==> config.mk <==
export PLATFORM = sky130hd
export DESIGN_NAME = uart_rx_status
export DESIGN_NICKNAME = d
export VERILOG_FILES = /design/src/rtl/uart_rxstat_pkg.sv /design/src/rtl/rxs_fifo.sv /design/src/rtl/rxs_flags.sv /design/src/rtl/uart_rx_status.sv
export SDC_FILE = /design/constraint.sdc
export NUM_CORES = 1
export LEC_CHECK = 0
export BUFFER_PORTS_ARGS = -buffer_cell sky130_fd_sc_hd__buf_4
export CAP_MARGIN = 40
export CORE_UTILIZATION = 50
export DETAILED_ROUTE_END_ITERATION = 10
export PLACE_DENSITY = 0.67
export SETUP_SLACK_MARGIN = 0.1
export SYNTH_ARGS = -nofsm -noshare
export SYNTH_HDL_FRONTEND = slang
export SYNTH_SLANG_ARGS = --single-unit
==> constraint.sdc <==
create_clock -name clk -period 8.06 [get_ports clk]
set_input_delay 0.806 -clock clk [delete_from_list [all_inputs] [get_ports clk]]
set_output_delay 0.806 -clock clk [all_outputs]
set_load 0.02 [all_outputs]
==> src/rtl/uart_rxstat_pkg.sv <==
// Package: shared types, register addresses and trigger-level decode for
// the UART receive status core. Assumes an 8-bit data path.
package uart_rxstat_pkg;

    // Error flags stored with each character; parity in bit 0.
    typedef struct packed {
        logic brk;
        logic frm;
        logic par;
    } rx_err_t;

    typedef struct packed {
        rx_err_t    err;
        logic [7:0] data;
    } rx_entry_t;

    localparam logic [2:0] ADDR_DATA  = 3'd0;
    localparam logic [2:0] ADDR_IER   = 3'd1;
    localparam logic [2:0] ADDR_CTRL  = 3'd2;
    localparam logic [2:0] ADDR_LSR   = 3'd5;
    localparam logic [2:0] ADDR_XCHAR = 3'd6;

    // Trigger level for a 2-bit select, scaled from the FIFO depth.
    function automatic int unsigned trig_level(input logic [1:0] sel,
                                               input int unsigned depth);
        case (sel)
            2'd0:    return 1;
            2'd1:    return depth / 4;
            2'd2:    return depth / 2;
            default: return depth - 2;
        endcase
    endfunction

endpackage

==> src/rtl/rxs_fifo.sv <==
// Receive queue: circular buffer of data+error entries with an occupancy
// count and a count of entries holding any error. Assumes DEPTH >= 4.
// A push when full is accepted only if a pop frees a slot the same cycle;
// flush overrides push and pop.
module rxs_fifo
    import uart_rxstat_pkg::*;
#(
    parameter int unsigned DEPTH = 16,
    localparam int unsigned AW = $clog2(DEPTH),
    localparam int unsigned CW = $clog2(DEPTH + 1)
) (
    input  logic            clk,
    input  logic            rst_n,
    input  logic            flush,
    input  logic            push,
    input  rx_entry_t       push_entry,
    input  logic            pop,
    output rx_entry_t       head,
    output logic [CW-1:0]   count,
    output logic            full,
    output logic            empty,
    output logic            err_any
);

    localparam logic [AW-1:0] LAST = AW'(DEPTH - 1);

    rx_entry_t       mem [DEPTH];
    logic [AW-1:0]   wr_ptr, rd_ptr;
    logic [CW-1:0]   err_cnt;
    logic            do_push, do_pop, push_bad, pop_bad;

    // Qualify the requested push and pop against occupancy and flush.
    always_comb begin
        empty    = (count == '0);
        full     = (count == CW'(DEPTH));
        do_pop   = pop && !empty && !flush;
        do_push  = push && (!full || do_pop) && !flush;
        push_bad = do_push && (push_entry.err != '0);
        pop_bad  = do_pop && (head.err != '0);
        head     = mem[rd_ptr];
        err_any  = (err_cnt != '0);
    end

    // Storage write; contents need no reset because the count guards reads.
    always_ff @(posedge clk) begin
        if (do_push) mem[wr_ptr] <= push_entry;
    end

    // Pointers, occupancy count and errored-entry count.
    always_ff @(posedge clk) begin
        if (!rst_n || flush) begin
            wr_ptr  <= '0;
            rd_ptr  <= '0;
            count   <= '0;
            err_cnt <= '0;
        end else begin
            if (do_push) wr_ptr <= (wr_ptr == LAST) ? '0 : wr_ptr + 1'b1;
            if (do_pop)  rd_ptr <= (rd_ptr == LAST) ? '0 : rd_ptr + 1'b1;
            count   <= count + CW'(do_push) - CW'(do_pop);
            err_cnt <= err_cnt + CW'(push_bad) - CW'(pop_bad);
        end
    end

    a_r3_count_bound: assert property (@(posedge clk) disable iff (!rst_n)
        count <= CW'(DEPTH));
    a_r6_err_within_count: assert property (@(posedge clk) disable iff (!rst_n)
        err_cnt <= count);
    a_r4_full_drop: assert property (@(posedge clk) disable iff (!rst_n)
        (full && push && !pop && !flush) |=> (count == CW'(DEPTH)));
    a_r12_flush_empties: assert property (@(posedge clk) disable iff (!rst_n)
        flush |=> (count == '0 && !err_any));
    a_r2_empty_pop_noop: assert property (@(posedge clk) disable iff (!rst_n)
        (empty && !push) |=> empty);

endmodule

==> src/rtl/rxs_flags.sv <==
// Sticky event flags: receive overrun (cleared by a line-status read) and
// XON/XOFF detection (cleared by a flag-register read). In every flag a
// set in the same cycle as its clear wins, so no event is lost.
module rxs_flags (
    input  logic clk,
    input  logic rst_n,
    input  logic ovr_set,
    input  logic ovr_clr,
    input  logic xon_set,
    input  logic xoff_set,
    input  logic xchar_clr,
    output logic ovr_q,
    output logic xon_q,
    output logic xoff_q
);

    // Hold each flag until its clearing read; a set overrides the clear.
    always_ff @(posedge clk) begin
        if (!rst_n) begin
            ovr_q  <= 1'b0;
            xon_q  <= 1'b0;
            xoff_q <= 1'b0;
        end else begin
            ovr_q  <= ovr_set  || (ovr_q  && !ovr_clr);
            xon_q  <= xon_set  || (xon_q  && !xchar_clr);
            xoff_q <= xoff_set || (xoff_q && !xchar_clr);
        end
    end

    a_r4_ovr_sticky: assert property (@(posedge clk) disable iff (!rst_n)
        (ovr_q && !ovr_clr) |=> ovr_q);
    a_r11_xon_set_wins: assert property (@(posedge clk) disable iff (!rst_n)
        xon_set |=> xon_q);
    a_r11_xoff_cleared: assert property (@(posedge clk) disable iff (!rst_n)
        (xchar_clr && !xoff_set) |=> !xoff_q);

endmodule

==> src/rtl/uart_rx_status.sv <==
// Top: register port, FIFO control, line-status assembly and the level
// receive interrupt for one UART channel. Reads are combinational;
// pop and clear-on-read side effects apply at the clock edge of reg_rd.
module uart_rx_status
    import uart_rxstat_pkg::*;
#(
    parameter int unsigned DEPTH = 16,
    localparam int unsigned CW = $clog2(DEPTH + 1)
) (
    input  logic       clk,
    input  logic       rst_n,
    input  logic       push_valid,
    input  logic [7:0] push_data,
    input  logic [2:0] push_err,
    input  logic       tx_hold_empty,
    input  logic       tx_shift_empty,
    input  logic       xon_hit,
    input  logic       xoff_hit,
    input  logic       reg_wr,
    input  logic       reg_rd,
    input  logic [2:0] reg_addr,
    input  logic [7:0] reg_wdata,
    output logic [7:0] reg_rdata,
    output logic       irq
);

    logic [3:0]    ier_q;
    logic          fifo_en_q;
    logic [1:0]    trig_sel_q;
    logic [CW-1:0] trig_lvl, count;
    logic          ctrl_wr, flush, pop, lsr_rd, xchar_rd, ovr_set;
    logic          full, empty, err_any, thresh;
    logic          ovr_q, xon_q, xoff_q;
    rx_entry_t     head, in_entry;
    logic [7:0]    lsr;
    logic          unused_wbits;

    // Decode register strobes into block actions.
    always_comb begin
        ctrl_wr  = reg_wr && (reg_addr == ADDR_CTRL);
        flush    = ctrl_wr && reg_wdata[1];
        pop      = reg_rd && (reg_addr == ADDR_DATA);
        lsr_rd   = reg_rd && (reg_addr == ADDR_LSR);
        xchar_rd = reg_rd && (reg_addr == ADDR_XCHAR);
        ovr_set  = push_valid && full && !pop && !flush;
        in_entry = '{err: rx_err_t'(push_err), data: push_data};
        unused_wbits = ^reg_wdata[5:2];
    end

    // Software-visible enable and FIFO control fields.
    always_ff @(posedge clk) begin
        if (!rst_n) begin
            ier_q      <= '0;
            fifo_en_q  <= 1'b0;
            trig_sel_q <= '0;
        end else begin
            if (reg_wr && reg_addr == ADDR_IER) ier_q <= reg_wdata[3:0];
            if (ctrl_wr) begin
                fifo_en_q  <= reg_wdata[0];
                trig_sel_q <= reg_wdata[7:6];
            end
        end
    end

    rxs_fifo #(.DEPTH(DEPTH)) u_fifo (
        .clk(clk), .rst_n(rst_n), .flush(flush), .push(push_valid),
        .push_entry(in_entry), .pop(pop), .head(head), .count(count),
        .full(full), .empty(empty), .err_any(err_any)
    );

    rxs_flags u_flags (
        .clk(clk), .rst_n(rst_n), .ovr_set(ovr_set), .ovr_clr(lsr_rd),
        .xon_set(xon_hit), .xoff_set(xoff_hit), .xchar_clr(xchar_rd),
        .ovr_q(ovr_q), .xon_q(xon_q), .xoff_q(xoff_q)
    );

    // Threshold compare, interrupt and line-status assembly.
    always_comb begin
        trig_lvl = CW'(trig_level(trig_sel_q, DEPTH));
        thresh   = fifo_en_q && (count >= trig_lvl);
        irq      = thresh && ier_q[0];
        lsr      = {err_any, tx_hold_empty && tx_shift_empty, tx_hold_empty,
                    empty ? 3'b000 : head.err, ovr_q, !empty};
    end

    // Read-data multiplexer.
    always_comb begin
        case (reg_addr)
            ADDR_DATA:  reg_rdata = empty ? 8'h00 : head.data;
            ADDR_IER:   reg_rdata = {4'b0000, ier_q};
            ADDR_CTRL:  reg_rdata = {7'b0, thresh};
            ADDR_LSR:   reg_rdata = lsr;
            ADDR_XCHAR: reg_rdata = {6'b0, xoff_q, xon_q};
            default:    reg_rdata = 8'h00;
        endcase
    end

    a_r10_polled_quiet: assert property (@(posedge clk) disable iff (!rst_n)
        (ier_q == 4'b0000) |-> !irq);
    a_r9_irq_falls_below: assert property (@(posedge clk) disable iff (!rst_n)
        (count < trig_lvl) |-> !irq);
    a_r3_ready_tracks_fifo: assert property (@(posedge clk) disable iff (!rst_n)
        (lsr[0] && !pop && !flush) |=> lsr[0]);
    a_r7_tx_empty_order: assert property (@(posedge clk) disable iff (!rst_n)
        lsr[6] |-> lsr[5]);

endmodule

**Word-level counts from Yosys, hierarchy flattened**

Memory sizes are Yosys's and may differ from the RTL's. A register that Yosys moved wholly into a read port is not among the register bits.
Cells that the tools add are included.

- Register bits after elaboration: 28
- Bits in writable memories: 176
- Input bits: 31
- Output and inout bits: 9
- Logic and storage cells: 76
- Memories: 1

- Add/subtract/negate cells: 6
- $lt $le $gt $ge: 1
- Equality and inequality tests: 9
- Mux-type cells: 10
- Reduce and logical (&&, ||, !) cells: 39

Memory list:

| memory | words | bits a word | rd ports | clocked after Yosys merged registers in | write ports | RTL line | RTL |
|---|---|---|---|---|---|---|---|
| u_fifo.mem | 16 | 11 | 1 | 1 | 1 | rxs_fifo.sv:27 | `rx_entry_t mem [DEPTH];` |

Operators by type and width:

| operator | number |
|---|---|
| $pmux 8 s5 | 1 |
| $logic_and 1x1->1 | 21 |
| $mux 4 | 4 |
| $pmux 4 s3 | 1 |
| $add 5x1->5 | 2 |
| $sub 5x1->5 | 2 |
| $add 4x1->4 const B | 2 |
| $eq 4x4->1 const B | 2 |
| $mux 8 | 1 |
| $logic_not 1->1 | 7 |
| $eq 3x3->1 const B | 2 |
| $reduce_bool 3->1 | 2 |
| $eq 5x5->1 const B | 1 |
| $ge 5x5->1 | 1 |
| $logic_not 5->1 | 1 |
| $logic_or 1x1->1 | 5 |
| $reduce_bool 5->1 | 1 |
| $eq 3x1->1 const B | 1 |
| $eq 3x2->1 const B | 1 |
| $logic_not 3->1 | 1 |
| $mux 3 | 1 |
| $eq 2x1->1 const B | 1 |
| $eq 2x2->1 const B | 1 |
| $logic_not 2->1 | 1 |
| $mux 1 | 2 |

**Longest topological paths before layout**

Gate-level depths: netlist of run 1.

- Depth after elaboration: 11
- Gate-level depth with buffers: 18
- Depth with buffers taken out: 16

**Cells and area by module**

From an unflattened synthesis of run 1, not the netlist that was laid out.

- Cells, all modules: 503
- Area total of the unflattened synthesis: 8667.1 µm²

Modules (own cells, without submodules):

| module | times used | cells an instance | area each (µm²) | sequential area each (µm²) |
|---|---|---|---|---|
| rxs_fifo | 1 | 403 | 7890.1 | 5725.5 |
| uart_rx_status | 1 | 91 | 668.1 | 140.1 |
| rxs_flags | 1 | 9 | 108.9 | 60.1 |

**Least setup slack after synthesis of run 1**

Ideal clock, no wire load.

- Path kind: register to register
- From: reg (tool-made name)
- To: reg u_fifo.err_cnt[4]
- Library setup time: 70 ps
- Arrival time: 3202 ps
- Data required time: 7990 ps
- Path slack: 4788 ps
- Cell stages (with the launch flop): 17
- Buffers on the path: 2
- Period minus slack after synthesis: 3272 ps
- Cell sequence: dfxtp_1 clkbuf_1 buf_2 mux4_2 mux4_2 nor3_1 nor2_1 ha_1 inv_1 ha_1 inv_1 fa_1 inv_1 a21oi_1 nor2_1 or3_1 a21oi_1

RTL lines:

| element | RTL line | RTL |
|---|---|---|
| end signal: assignment | rxs_fifo.sv:60 | `err_cnt <= err_cnt + CW'(push_bad) - CW'(pop_bad);` |
| end: declaration | rxs_fifo.sv:29 | `logic [CW-1:0] err_cnt;` |

==> metrics.yaml, run 1 <==
synth:
  synth_edf_count: 176
  synth.distinct_cells: 47
  yosysSeqAreaShare: 0.688
  syn_nets: 547
  synth_area_per_cell_um2: 17.5
  async_flop_share: 0
  synth_cells: 493
  ys_dominant_reg_cell: "edfxtp_1"
  syn-cell-area_um2: 8620
  synth-seq-cells: 208
  synth-warning-count: 0
floorplan:
  die_y_um: 133
  core_area_um2: 16700
  ios: 40
  dieArea_um2: 17800
  std_cell_rows: 47
  start_util: 0.516
  fp.dieW_um: 133
timing:
  hold_viol: 0
  worst_pin_slew_ns: 0.912
  clock_skew_ns: 0.0140
  setup_viol_count_final: 0
  period_share: 0.495
  tns_ns: 0
  maxSlewViolCount: 0
  layout_setup_ws_ns: 4.07
  rsz0062_at_grt: "false"
  slew_headroom: 0.392
  max_freq_mhz: 251
  period_needed_ns: 3.99
layout:
  final_common_cell: "edfxtp_1"
  antenna_cells: 0
  postLayoutCellArea_um2: 9880
  post_route_cells_drive_above_1_share: 0.236
  final_cell_mix: "176 x edfxtp_1, 45 x mux4_2, 44 x buf_4, 31 x dfxtp_1, 29 x nor2_1"
  syn_to_final_growth_pct: 14.7
  final_core_util: 0.592
  final_nets: 598
global_routing:
  use_met2: 0.347
  first_global_vias: 4700
  antenna_found_initial: 0
  grt.met1_usage: 0.294
  overflow: 0
  top_usage_layer: "met2"
  grt_usage: 0.212
  grt_pass1_wl_um: 27700
  use_met3: 0.0377
  grt_start_max_net_pins: 27
critical_path:
  startpoint_type: "flip-flop"
  crit_path_end_kind: "primary output"
  critPathKind: "flip-flop to primary output"
  critPathMaxFanout: 24
  cp.required_ns: 7.25
  worst_ep_arrival_time_ns: 3.18
run:
  max_cap_violations: 0
pwr:
  pwr-share-clk: 0.384
  p_per_area_nw_per_um2: 262
  swShare: 0.238
  seqPwrFrac: 0.479
  max-vdd-ir-drop_uv: 187
  p_comb_frac: 0.137
  p_leak_nw: 3.32
  cellInternalPower_mw: 1.97
  p_switching_mw: 0.618
clocking:
  htree_levels: 1
  clock-sinks: 208
  cts_made_buffers: 22
  post_cts_buffers: 0
  hold_buffers: 0
  cts_tree: "built"
  clkLatencyLatePin_ns: 0.51
  post_cts_resized: 0
  clk_pin_slew_ns: 0.06
  clockRootBuffer: "clkbuf_16"
  cts_buffer_depth: 3
route:
  drtIter0Drc: 335
  finalWirelength_um: 17800
  drc: 0
  wl_per_cell_um: 22.8
  dr.pass1.iters: 5
  postRouteAntennaNets: 0
  vias: 4546
  viasPerCell: 5.84
run_status:
  status: "finished clean"
placement:
  place.port_buffers: 37
  dp.final_hpwl_um: 11000
  place_area_um2: 9170
  place_ws_ns: 4.05
  place_congestion: 0.829
min_path:
  holdCritPathClass: "flip-flop to flip-flop"
state kept, by name (all words and copies together), names as in the netlist, named ones only:
| register | count |
|---|---|
| u_flags.xoff_q | 1 |
| u_fifo.rd_ptr | 4 |
| u_fifo.mem | 176 |
| u_fifo.wr_ptr | 4 |
| trig_sel_q | 2 |
| u_fifo.err_cnt | 5 |
| fifo_en_q | 1 |
| u_fifo.count | 5 |
| u_flags.xon_q | 1 |
| ier_q | 4 |
| u_flags.ovr_q | 1 |
cell usage after synthesis (all sizes together) (3+ instances only):
cell	count	area, µm²
inv	23	86.3
nor3	5	25.0
xor2	5	43.8
ha	21	263
dfxtp	32	641
mux4	51	1170
and2	10	62.6
xnor2	4	35.0
edfxtp	176	5290
a21o	4	30.0
nor2	29	109
o21ai	5	25.0
clkbuf	11	41.3
nand2	17	63.8
buf	9	71.3
o31ai	3	22.5
mux2i	8	80.1
a21oi	17	85.1
nand3	10	50.1
nor2b	11	68.8
and3	11	68.8
a221o	3	30.0
layout make-up:
cell class / count / area, µm²
multi-input combinational: 242 / 2500
tap: 220 / 275
timing repair buffer: 47 / 373
sequential: 208 / 5930
clock buffer: 24 / 558
inverter: 23 / 86.3
fill: 1263 / 6820
clock inverter: 15 / 161
cell families (layout without fill, tap and decap cells):
group           after synthesis  count (layout)  share of synthesized area
mux                          61              61                      0.148
compound gates               42              42                     0.0319
fa+ha+maj                    23              23                     0.0351
buf+inv                      43             109                     0.0231
simple gates                107             107                     0.0652
xor+xnor                      9               9                    0.00915
flops                       208             208                      0.688
critical path, stage by stage, from the launching register on:
cell and delay [ns]:
dfxtp_2 0.31, buf_4 0.39, buf_12 0.28, mux4_1 0.62, mux4_2 0.50, a221oi_1 0.29
o21ai_1 0.10, buf_4 0.17
power by group through the flow:
stage,Sequential (mW),Clock [mW],Combinational (mW)
after global placement,1.26,0,0.339
final,1.24,0.995,0.356
after floorplan,1.26,0,0.251
after global routing,1.25,1.06,0.398
after detailed placement,1.26,0,0.358
after CTS,1.24,1.02,0.362
stage by stage:
step                instances  hold slack, ns  power (mW)
finish                    779           0.494        2.59
global route              779           0.520        2.70
CTS                       779           0.494        2.62
detailed placement        740           0.487        1.62
global placement          737           0.470        1.60
floorplan                 493           0.445        1.51
final timing paths:
path | startpoint | to | slack, ns | depth (start not counted)
worst min-delay path | u_flags.ovr_q | u_flags.ovr_q | 0.49 | 2
worst max register to register | flip-flop | u_fifo.err_cnt[4] | 4.08 | 16
worst min register to register | u_flags.ovr_q | u_flags.ovr_q | 0.49 | 2
worst max-delay path | flip-flop | reg_rdata[0] | 4.07 | 7
per-layer routing:
metal | share of wire | vias to the layer above
li1 | - | 2043
met1 | 0.43 | 2332
met2 | 0.49 | 133
met3 | 0.051 | 38
met4 | 0.028 | 0
met5 | 0 | -
No activity file was read; power rests on OpenSTA's default activity.
==> run 2, diff against run 1 <==
--- a/config.mk
+++ b/config.mk
@@ -5,6 +5,7 @@
 export SDC_FILE = /design/constraint.sdc
 export NUM_CORES = 1
 export LEC_CHECK = 0
+export ABC_AREA = 1
 export BUFFER_PORTS_ARGS = -buffer_cell sky130_fd_sc_hd__buf_4
 export CAP_MARGIN = 40
 export CORE_UTILIZATION = 50
==> constraint.sdc (replaced) <==
create_clock -name clk -period 4.1 [get_ports clk]
set_input_delay 0.41 -clock clk [delete_from_list [all_inputs] [get_ports clk]]
set_output_delay 0.41 -clock clk [all_outputs]
set_load 0.02 [all_outputs]
==> run 2 against run 1 <==
Die area rose by 5.7%. Clock power rose by 93%. Clock skew fell by 0.0033 ns. Cell area rose by 5.0%. Clock-buffer cell count rose by 9. Synthesized cell count rose by 71%. Core utilization fell by 1.2 points. Sequential cell count did not move. Area after synthesis rose by 5.8%. Register-to-register slack got worse by 3.2 ns. Non-clock buffer count rose by 15. Sequential power rose by 97%. Largest power group unchanged.
==> metrics.yaml, run 2 <==
critical_path:
  crit_chain: "inv_2 -> buf_4 -> nor2_1 -> nor2_1 -> o21ai_0 -> o211ai_1 -> nand3_1 -> nand2_1 -> nand2_1 -> nand2_1 -> buf_4"
  crit_slowest_cell: "buf_4"
  slowest_delay_ns: 0.57  # -0.05 ns
  cp_common_cell: "nand2_1"
  startpoint_type: "flip-flop"
  crit_path_end_kind: "primary output"
  critPathKind: "flip-flop to primary output"
  critPathMaxFanout: 52  # +120%
  cpLargestDelayFamily: "buffers and inverters"
  cp_num_buf_inv: 3  # unchanged
  cp.required_ns: 3.69  # -3.56 ns
  worst_ep_arrival_time_ns: 2.88  # -0.30 ns
  reg2reg_setup_slack_ns: 0.88  # -3.20 ns
clocking:
  cts_buffer_depth: 3  # unchanged
  cts_tree: "built"
  hold_buffers: 0  # unchanged
  htree_levels: 1  # unchanged
  clkLatencyLatePin_ns: 0.50  # about the same
  clock-sinks: 208  # unchanged
  clockRootBuffer: "clkbuf_16"
  post_cts_buffers: 0  # unchanged
  cts_made_buffers: 22  # unchanged
  post_cts_resized: 0  # unchanged
  clk_pin_slew_ns: 0.06  # about the same
route:
  drc: 0  # unchanged
  viasPerCell: 5.36  # -8.2%
  postRouteAntennaNets: 0  # unchanged
  dr.pass1.iters: 5  # unchanged
  drtIter0Drc: 486  # +45%
  finalWirelength_um: 19700  # +11%
  wl_per_cell_um: 17.3  # -24%
  vias: 6091  # +34%
synth:
  ys_dominant_reg_cell: "edfxtp_1"
  synth_most_common_cell: "edfxtp_1"
  synth-seq-cells: 208  # unchanged
  synth-warning-count: 0  # unchanged
  syn-cell-area_um2: 9120  # +5.8%
  yosys-top-cells-area: "edfxtp_1 58%, dfxtp_1 7.0%, nor2_1 6.6%"
  synth_area_per_cell_um2: 10.8  # -38%
  syn_nets: 897  # +64%
  synth.top_cell.area_share: 0.580  # -0.0336
  synth.distinct_cells: 38  # -19%
  async_flop_share: 0  # unchanged
  synth_commonest_cells: "176 x edfxtp_1, 161 x nor2_1, 108 x nand2_1"
  yosysTopAreaCell: "edfxtp_1"
  synth_cells: 843  # +71%
  yosysSeqAreaShare: 0.650  # -0.0377
  synth_edf_count: 176  # unchanged
timing:
  maxSlewViolCount: 0  # unchanged
  worst_pin_slew_ns: 0.789  # -0.122 ns
  max_freq_mhz: 304
  period_share: 0.803
  hold_viol: 0  # unchanged
  clock_skew_ns: 0.0107  # -0.00330 ns
  period_needed_ns: 3.29
  rsz0062_at_grt: "false"
  setup_viol_count_final: 0  # unchanged
  slew_headroom: 0.472  # +0.0795
  tns_ns: 0  # unchanged
pwr:
  max-vdd-ir-drop_uv: 479  # +160%
  p_per_area_nw_per_um2: 498  # +90%
  p_leak_nw: 3.97  # +20%
layout:
  final_nets: 946  # +58%
  fillers: 1478  # +17%
  largest-register: "u_fifo.mem"
  final_cell_mix: "176 x edfxtp_1, 159 x nor2_1, 108 x nand2_1, 82 x o21ai_0, 75 x inv_1"
  post_route_cells_drive_above_1_share: 0.130  # -0.106
  final_common_cell: "edfxtp_1"
  postLayoutCellArea_um2: 10400  # +5.0%
  largest_reg_flops: 176  # unchanged
  antenna_cells: 0  # unchanged
  syn_to_final_growth_pct: 13.9
  top_regs: "u_fifo.mem x176, u_fifo.count x5, u_fifo.err_cnt x5"
floorplan:
  ios: 40  # unchanged
  core_area_um2: 17900  # +7.2%
  die_y_um: 137  # +2.8%
  dieArea_um2: 18800  # +5.7%
  fp.dieW_um: 137  # +2.8%
  start_util: 0.509  # -0.00673
  std_cell_rows: 49  # +4.3%
run:
  max_cap_violations: 0  # unchanged
placement:
  place.port_buffers: 37  # unchanged
  place_congestion: 0.758  # -8.6%
  place_area_um2: 9670  # +5.5%
  dp.final_hpwl_um: 12100  # +10%
global_routing:
  grt_pass1_wl_um: 30900  # +12%
  grt_usage: 0.219  # +0.00690
  antenna_found_initial: 0  # unchanged
  grt_start_max_net_pins: 63  # +130%
  first_global_vias: 5831  # +24%
  overflow: 0  # unchanged
run_status:
  status: "finished clean"
min_path:
  holdCritPathClass: "input pin to flip-flop"
## run 2: final cells by class
type | instances | area [µm²] | area share
repair buffers | 62 | 480 | 0.0463
clock buffers | 33 | 644 | 0.0621
inverters | 79 | 304 | 0.0293
flip-flops and latches | 208 | 5930 | 0.571
clock inverters | 7 | 62.6 | 0.00603
well taps | 229 | 287 | 0.0276
multi-input cells | 519 | 2680 | 0.258
## run 2: layer usage
metal | track usage | part of all wire
met4 | 0.0775 | 0.027
met5 | 0 | 0
met2 | 0.348 | 0.46
met1 | 0.306 | 0.45
met3 | 0.0352 | 0.059
## run 2: per-stage QoR
step,worst slack [ns],std cells,total power [mW],utilization,hold WS [ns]
2_1_floorplan,1.50,843,3.07,-,0.447
4_1_cts,0.794,1137,5.20,0.580,0.113
6_report,0.806,1137,5.17,0.580,0.121
5_1_grt,0.561,1137,5.40,0.580,0.135
3_5_place_dp,0.894,1097,3.30,0.540,0.466
3_3_place_gp,0.884,1095,3.28,0.539,0.468
## run 2: cells by family after synthesis
| kind of cell | synth area share |
|---|---|
| xor gates and xnor gates | 0.00865 |
| and+or+nand+nor | 0.165 |
| AOI/OAI and AO/OA | 0.0859 |
| buffers and inverters | 0.0571 |
| adders and majority gates | 0.0332 |
| DFF | 0.650 |
## run 2: final timing paths
| kind | endpoint | startpoint | cells past startpoint |
|---|---|---|---|
| setup / recovery | reg_rdata[7] | flip-flop | 11 |
| hold / removal | u_flags.xon_q | xon_hit | 3 |
| setup reg to reg | u_fifo.err_cnt[4] | flip-flop | 20 |
| hold reg to reg | flip-flop | u_fifo.rd_ptr[2] | 2 |
## run 2: report_power, final
part	internal (mW)	switching, mW
Clock	1.15	0.768
Combinational	0.307	0.509
Sequential	2.39	0.0443
## run 2: worst reg2reg max path: stages, from the launching register on
cell	delay (ns)
dfxtp_1	0.31
inv_2	0.30
buf_4	0.30
nand3_1	0.10
nand3_1	0.10
nand3_1	0.10
nand2_1	0.17
nor2_1	0.07
a21oi_1	0.19
ha_1	0.26
inv_1	0.06
ha_1	0.17
inv_1	0.06
fa_1	0.42
inv_1	0.07
a21oi_1	0.06
nor2_1	0.09
nor2_1	0.05
xor2_1	0.13
inv_1	0.05
nor2_1	0.03
